===== src/rtl/sbs_pkg.sv =====
package sbs_pkg;
    localparam int BYTES  = 4;
    localparam int BYTE_W = 8;
    localparam int DATA_W = BYTES * BYTE_W;

    typedef enum logic [2:0] {
        CMD_IDLE,
        CMD_DESEL,
        CMD_BEGIN,
        CMD_NEXT,
        CMD_HOLD
    } cmd_kind_e;

    typedef struct packed {
        cmd_kind_e         kind;
        logic              is_wr;
        logic [BYTES-1:0]  mask;
    } cmd_t;

    function automatic logic [BYTES-1:0] wr_mask(input logic all_n, input logic byte_n,
                                                 input logic [BYTES-1:0] be_n);
        if (!all_n)       return '1;
        else if (!byte_n) return ~be_n;
        else              return '0;
    endfunction

    function automatic logic [1:0] burst_lo(input logic [1:0] start, input logic [1:0] cnt,
                                            input logic lin);
        return lin ? (start + cnt) : (start ^ cnt);
    endfunction
endpackage


===== src/rtl/sbs_cmd_decode.sv =====
module sbs_cmd_decode
    import sbs_pkg::*;
(
    input  logic             active,
    input  logic             cs1_n,
    input  logic             cs2,
    input  logic             cs3_n,
    input  logic             proc_n,
    input  logic             ctrl_n,
    input  logic             step_n,
    input  logic             all_wr_n,
    input  logic             byte_wr_n,
    input  logic [BYTES-1:0] be_n,
    output cmd_t             cmd
);
    logic [BYTES-1:0] mask;
    logic             proc_go;
    logic             side_en;

    always_comb begin
        mask    = wr_mask(all_wr_n, byte_wr_n, be_n);
        proc_go = !proc_n && !cs1_n;
        side_en = cs2 && !cs3_n;
        cmd     = '{kind: CMD_IDLE, is_wr: 1'b0, mask: '0};
        if (proc_go) begin
            cmd.kind = side_en ? CMD_BEGIN : CMD_DESEL;
        end else if (!ctrl_n) begin
            if (!cs1_n && side_en) begin
                cmd.kind  = CMD_BEGIN;
                cmd.is_wr = |mask;
            end else begin
                cmd.kind  = CMD_DESEL;
            end
        end else if (active) begin
            cmd.kind  = step_n ? CMD_HOLD : CMD_NEXT;
            cmd.is_wr = |mask;
        end
        cmd.mask = cmd.is_wr ? mask : '0;
    end
endmodule


===== src/rtl/sbs_burst_seq.sv =====
module sbs_burst_seq
    import sbs_pkg::*;
#(
    parameter int AW = 6
) (
    input  logic          clk,
    input  logic          rst,
    input  cmd_kind_e     kind,
    input  logic [AW-1:0] ext_addr,
    input  logic          lin_order,
    output logic [AW-1:0] cyc_addr,
    output logic          active,
    output logic [1:0]    cnt
);
    logic [AW-1:0] base;
    logic          lin_q;
    logic [1:0]    cnt_inc;

    assign cnt_inc = cnt + 2'd1;

    always_comb begin
        case (kind)
            CMD_BEGIN: cyc_addr = ext_addr;
            CMD_NEXT:  cyc_addr = {base[AW-1:2], burst_lo(base[1:0], cnt_inc, lin_q)};
            default:   cyc_addr = {base[AW-1:2], burst_lo(base[1:0], cnt, lin_q)};
        endcase
    end

    always_ff @(posedge clk) begin
        if (rst) begin
            base   <= '0;
            cnt    <= '0;
            lin_q  <= 1'b1;
            active <= 1'b0;
        end else begin
            case (kind)
                CMD_BEGIN: begin
                    base   <= ext_addr;
                    cnt    <= '0;
                    lin_q  <= lin_order;
                    active <= 1'b1;
                end
                CMD_NEXT:  cnt    <= cnt_inc;
                CMD_DESEL: active <= 1'b0;
                default: ;
            endcase
        end
    end
endmodule


===== src/rtl/sbs_array.sv =====
module sbs_array
    import sbs_pkg::*;
#(
    parameter int AW = 6
) (
    input  logic              clk,
    input  logic [BYTES-1:0]  we_mask,
    input  logic [AW-1:0]     waddr,
    input  logic [DATA_W-1:0] wdata,
    input  logic [AW-1:0]     raddr,
    output logic [DATA_W-1:0] rdata
);
    localparam int WORDS = 1 << AW;

    logic [DATA_W-1:0] mem [WORDS];

    always_ff @(posedge clk) begin
        for (int b = 0; b < BYTES; b++) begin
            if (we_mask[b]) mem[waddr][b*BYTE_W +: BYTE_W] <= wdata[b*BYTE_W +: BYTE_W];
        end
    end

    assign rdata = mem[raddr];
endmodule


===== src/rtl/sburst_sram.sv =====
module sburst_sram
    import sbs_pkg::*;
#(
    parameter int AW = 6
) (
    input  logic              clk,
    input  logic              rst,
    input  logic              cs1_n,
    input  logic              cs2,
    input  logic              cs3_n,
    input  logic              proc_n,
    input  logic              ctrl_n,
    input  logic              step_n,
    input  logic              all_wr_n,
    input  logic              byte_wr_n,
    input  logic [BYTES-1:0]  be_n,
    input  logic [AW-1:0]     addr,
    input  logic [DATA_W-1:0] wdata,
    input  logic              lin_order,
    input  logic              pipe_mode,
    input  logic              oe_n,
    output logic [DATA_W-1:0] rdata,
    output logic              rdata_en
);
    cmd_t              cmd;
    logic              active;
    logic [1:0]        cnt;
    logic [AW-1:0]     cyc_addr;
    logic [AW-1:0]     q_addr;
    logic              q_rd, q_wr, p_rd;
    logic [DATA_W-1:0] arr_rdata, p_data;
    logic              access;

    sbs_cmd_decode u_dec (
        .active(active), .cs1_n(cs1_n), .cs2(cs2), .cs3_n(cs3_n),
        .proc_n(proc_n), .ctrl_n(ctrl_n), .step_n(step_n),
        .all_wr_n(all_wr_n), .byte_wr_n(byte_wr_n), .be_n(be_n), .cmd(cmd)
    );

    sbs_burst_seq #(.AW(AW)) u_seq (
        .clk(clk), .rst(rst), .kind(cmd.kind), .ext_addr(addr),
        .lin_order(lin_order), .cyc_addr(cyc_addr), .active(active), .cnt(cnt)
    );

    sbs_array #(.AW(AW)) u_arr (
        .clk(clk), .we_mask(cmd.mask), .waddr(cyc_addr), .wdata(wdata),
        .raddr(q_addr), .rdata(arr_rdata)
    );

    assign access = (cmd.kind == CMD_BEGIN) || (cmd.kind == CMD_NEXT) || (cmd.kind == CMD_HOLD);

    always_ff @(posedge clk) begin
        if (rst) begin
            q_addr <= '0;
            q_rd   <= 1'b0;
            q_wr   <= 1'b0;
            p_rd   <= 1'b0;
            p_data <= '0;
        end else begin
            q_addr <= cyc_addr;
            q_rd   <= access && !cmd.is_wr;
            q_wr   <= access && cmd.is_wr;
            p_rd   <= q_rd;
            p_data <= arr_rdata;
        end
    end

    logic              sel_valid;
    logic [DATA_W-1:0] sel_data;

    always_comb begin
        sel_valid = pipe_mode ? p_rd : q_rd;
        sel_data  = pipe_mode ? p_data : arr_rdata;
        rdata_en  = sel_valid && !q_wr && !oe_n;
        rdata     = rdata_en ? sel_data : '0;
    end
endmodule


===== config.mk =====
export PLATFORM = sky130hd
export DESIGN_NAME = sburst_sram
export DESIGN_NICKNAME = d
export VERILOG_FILES = /design/src/rtl/sbs_pkg.sv /design/src/rtl/sbs_cmd_decode.sv /design/src/rtl/sbs_burst_seq.sv /design/src/rtl/sbs_array.sv /design/src/rtl/sburst_sram.sv
export SDC_FILE = /design/constraint.sdc
export NUM_CORES = 2
export LEC_CHECK = 0
export ABC_AREA = 0
export BUFFER_PORTS_ARGS = -buffer_cell sky130_fd_sc_hd__clkbuf_2
export CAP_MARGIN = 25
export CORE_MARGIN = 3
export CORE_UTILIZATION = 45
export DETAILED_ROUTE_END_ITERATION = 10
export PLACE_DENSITY_LB_ADDON = 0.15
export SLEW_MARGIN = 20
export SYNTH_ARGS = -nofsm -noshare
export SYNTH_HDL_FRONTEND = slang
export SYNTH_SLANG_ARGS = --single-unit

===== constraint.sdc =====
create_clock -name clk -period 8.1 [get_ports clk]
set_clock_uncertainty 0.2 [all_clocks]
set_input_delay 0.405 -clock clk [delete_from_list [all_inputs] [get_ports clk]]
set_output_delay 0.405 -clock clk [all_outputs]
set_load 0.005 [all_outputs]

# ---- After elaboration in Yosys (flattened, before gate mapping)
# Memory sizes are Yosys's and may differ from the RTL's. A register that Yosys moved wholly into a read port is not among the register bits.
# Index checks and enable logic that the tools add are counted.
dict set report op_classes {
  addsub 3
  bitwise_logic 3
  eq_ne 4
  reduce_logical 18
  muxes 28
}
# operator n
set ops {}
lappend ops {{two-way mux 32 bit} 2}
lappend ops {{two-way mux 4 bit} 5}
lappend ops {{one-hot mux 6 bit (2 select lines)} 1}
lappend ops {{two-way mux 1 bit} 11}
lappend ops {{two-way mux 2 bit} 4}
lappend ops {{logical AND 1 bit} 7}
lappend ops {{equality test 3 x 2 -> 1 bit (second input constant)} 2}
lappend ops {{logical NOT 1 bit} 6}
lappend ops {{two-way mux 3 bit} 2}
lappend ops {{two-way mux 6 bit} 1}
lappend ops {{adder 2 bit} 2}
lappend ops {{inverter 4 bit} 1}
lappend ops {{one-hot mux 2 bit (2 select lines)} 1}
lappend ops {{nonzero test 2 bit} 2}
lappend ops {{OR reduction 4 bit} 1}
lappend ops {{bitwise XOR 2 bit} 2}
lappend ops {{equality test 3 x 1 -> 1 bit (second input constant)} 1}
lappend ops {{equality test 3 bit (second input constant)} 1}
lappend ops {{adder 2 x 1 -> 2 bit (second input constant)} 1}
lappend ops {{logical OR 1 bit} 2}
lappend ops {{one-hot mux 1 bit (2 select lines)} 1}
dict set report word_totals {
  memories 1
  mem_bits_rw 2048
  ff_bits 45
  word_cells 65
}
# memory depth width read_ports rd_clocked_by_memory_dff wr line
set memory_table {}
lappend memory_table {u_arr.mem 64 32 1 1 1 sbs_array.sv:15} ;# logic [DATA_W-1:0] mem [WORDS];

# ---- Logic depth before layout (Yosys ltp)
dict set report logic_depth {
  word_depth 11
  mapped_depth 11
  mapped_depth_nobuf 8
}

# ---- Hierarchy
# From an unflattened synthesis, not the netlist that was laid out.
dict set report hier_totals {
  cells_unflattened 4162
  area_unflattened_um2 83602.7
}
# mod n_inst cells_each area_each_um2
set by_module_without_submodules {}
lappend by_module_without_submodules {sbs_array 1 3917 80996.4}
lappend by_module_without_submodules {sburst_sram 1 167 1863.0}
lappend by_module_without_submodules {sbs_burst_seq 1 57 595.6}
lappend by_module_without_submodules {sbs_cmd_decode 1 21 147.6}

# ---- Worst setup path before layout
# Ideal clock, no wire load.
dict set report synth_path {
  kind {in2reg}
  start {input cs3_n}
  end {memory u_arr.mem[15][0] in the netlist's numbering (enable)}
  arrival_time_ns 2.557
  setup_slack_ns 4.972
  setup_time_ns 0.370
  stages 8
  path_cell_list {or3b_1 > a21oi_2 > o21ai_2 > a221o_1 > or3_1 > buf_6 > buf_8 > nor2_1}
}
dict set report synth_between {
  elab_chain_cells 9
  elab_cells_between_ends 15
}
# item line
set synth_lines {}
lappend synth_lines {{start, declared} sburst_sram.sv:10} ;# input logic cs3_n,
lappend synth_lines {{logical NOT 1 bit (*)} sbs_cmd_decode.sv:23} ;# side_en = cs2 && !cs3_n;
lappend synth_lines {{logical AND 1 bit (*)} sbs_cmd_decode.sv:23}
lappend synth_lines {{parallel branches: the longest is 7 deep, another holds one-hot mux 6 bit (2 select lines)} -}
lappend synth_lines {{end, declared} sbs_array.sv:15}
# Every way passes the cells marked *.

==> summary.txt <==
Worst setup path
  • Worst Path Required: 7.50 ns
  • Register-to-register setup slack: 3.79 ns
  • Crit path DAT: 5.24 ns
  • Largest fanout on the critical path: 55
  • CP Class: reg2out
  • R2R cell count: 8
  • CP startpoint kind: flip-flop
  • CP endpoint kind: primary output

Power
  • VDD IR-drop max: 0.0002351 V
  • LEAKAGE: 0.02745 uW
  • Pwr Density: 239.8 mW/mm^2
  • Pwr Total: 22090 uW

GRT
  • First-pass GRT wire length: 315400 um
  • Initial antenna violation count: 5
  • Pin count of the biggest net entering global routing: 104
  • Vias in the first global route: 43018
  • GRT overflow: 0
  • GRT Util Overall: 23.23%

Logic synthesis
  • Yosys top cell area share: 74.90%
  • Synth async-reset ratio: 0%
  • Area leader, netlist: edfxtp_1
  • Synth top area cells: edfxtp_1, mux2i_1, nor2_1, a22oi_1, mux4_2
  • Syn_area_per_cell: 17.04 um^2
  • Post-synthesis sequential area ratio: 76.14%
  • Mapped Area: 0.08211 mm^2
  • Netlist cell types: 60
  • Mapped Cells: 4819
  • Main synth FF type: edfxtp_1
  • Post-synthesis sequential element count: 2099
  • Commonest cells post-synth: edfxtp_1, mux2i_1, nor2_1
  • Most common cell in the netlist: edfxtp_1
  • EDFF count, synth: 2048
  • Mapped Nets: 4876
  • Yosys synthesis warning count: 0

STA
  • Post-route setup slack: 2.257 ns
  • Worst-Margin Slew: 1.157 ns
  • Fmax: 171.1 MHz
  • Slew HR: 22.74%
  • Fin crit share: 72.13%
  • Final Setup Violations: 0
  • RSZ-0062 raised after global routing: no
  • Final Max Slew Viols: 0
  • Setup TNS: 0 ns
  • Hold slack final: 0.01633 ns
  • Tmin final: 5.843 ns
  • Hold Vio Cnt, Final: 0

Worst hold path
  • Hold Crit Depth: 2
  • Worst Hold Class: in2reg

Placement
  • DP Worst Slack: 3.171 ns
  • Post-DP HPWL: 129800 um
  • Port Buffers: 87
  • GPL Wtd Cong: 0.8080

Layout
  • Filler Cell Count: 14787
  • Synth-to-Final Area Change: 12.23%
  • Post-layout net count: 5021
  • Share of cells above drive strength 1: 11.32%

CTS
  • CTS tree: done
  • Inserted Clock Buffers: 209
  • Clock Tree Buf Depth: 3
  • Clock sinks: 2099
  • Clk slew on worst S/H paths: 0.06 ns
  • Worst-skew pair later-pin latency: 0.84 ns
  • H-tree levels: 4
  • CTS root buf: clkbuf_16
  • Post-CTS setup buffer count: 0

Run
  • Max-cap violation count: 0

Route
  • Residual DRC count: 0
  • DR pass1 iterations: 6
  • Vias post-DR: 43991
  • Final ANT Viol Nets: 0
  • Starting DRT DRC Count: 4660
  • WL final: 219500 um
  • Vias per inst: 5.860
  • Routed WL per cell: 29.24 um

Floorplanning
  • Die ar.: 0.1876 mm^2
  • IO Count: 88
  • Chip height: 433.2 um
  • Starting Density: 45.33%
  • Rows: 156
  • CORE AREA: 0.1811 mm^2
  • Die width: 433.2 um

Outcome
  • Status: complete, no violations
[through the flow]
| stage | cells | utilization [%] | area, um^2 |
|---|---|---|---|
| floorplan | 4819 | - | 82110 |
| global route | 7504 | 50.87 | 92150 |
| finish | 7507 | 50.88 | 92150 |
| CTS | 7498 | 50.84 | 92100 |
| detailed placement | 7088 | 47.12 | 85360 |
| global placement | 7080 | 47.08 | 85280 |
[metal layers]
layer  vias to the layer above  part of all wire [%]  global-route usage, %
met2                      1456                    48                  37.71
li1                      19320                     -                      -
met1                     22930                    44                  33.15
met3                       279                   6.0                  3.436
met5                         -                 0.015                      0
met4                         6                   2.4                  5.755
[cell usage in the layout, fill, tap and decap left out, drive strengths merged, types with 6 or more instances in the layout]
cell	count
o211ai	22
inv	13
o22a	22
nor2	363
nand2	176
clkbuf	360
o41ai	6
nand4	59
buf	115
mux2i	922
nand2b	9
nor3	39
dlygate4sd3	29
dfxtp	51
nand4b	8
nor2b	11
o22ai	149
a22o	7
mux4	53
clkinv	87
nand3	120
bufinv	12
edfxtp	2048
a21oi	65
mux2	6
and2	7
or3	6
a22oi	163
o2111ai	21
o21ai	122
[repair_timing]
action / 4_1_cts / 5_1_grt
hold endpoints to repair: 122 / 0
hold buffers: 29 / 0
gates resized for setup: 0 / 0
[cells by family (layout without fill, tap and decap cells)]
group	Yosys count	in the layout	share of synthesized area (%)
xor+xnor	3	3	0.04876
flops	2099	2099	76.14
fa+ha+maj	2	2	0.03047
simple gates	817	817	4.410
buf+inv	306	621	1.675
other cells	0	3	0
compound gates	611	611	4.917
mux	981	981	12.78
[final timing paths]
path,start,endpoint
worst max-delay path,flip-flop,rdata[31]
worst min-delay path,wdata[25],u_arr.mem[55][25]
worst max register to register,flip-flop,p_data[31]
worst min register to register,q_rd,p_rd
[final cells by class]
cell class	count	area (um^2)	share of cell area, %
sequential	2099	62530	67.86
multi-input combinational	2414	18440	20.01
clock buffer	273	5628	6.107
tap	2370	2965	3.218
timing repair buffer	231	1725	1.872
clock inverter	108	823.3	0.8934
inverter	9	33.78	0.03666
antenna	3	7.507	0.008146
[power by group]
part	internal [uW]	switching [uW]
sequential	11900	20.7
combinational	231	651
clock	5240	4020
total	17400	4690
[worst max-delay path: stages (launching register included)]
cell and delay (ns):
dfxtp_4 0.78, buf_4 0.72, buf_4 0.85, mux2i_1 0.29
a22oi_1 0.10, nand3_1 0.15, o211ai_1 0.12, o21ai_0 0.68
o21ai_0 0.17, buf_4 0.20, clkbuf_2 0.12
[sequential cells by signal (all words and copies together), names as in the netlist, named ones only]
signal / count
p_data: 32
p_rd: 1
q_rd: 1
q_wr: 1
u_arr.mem: 2048
u_seq.active: 1
u_seq.base: 6
u_seq.cnt: 2
u_seq.lin_q: 1
Note: power is estimated with default switching activity, not from simulation.
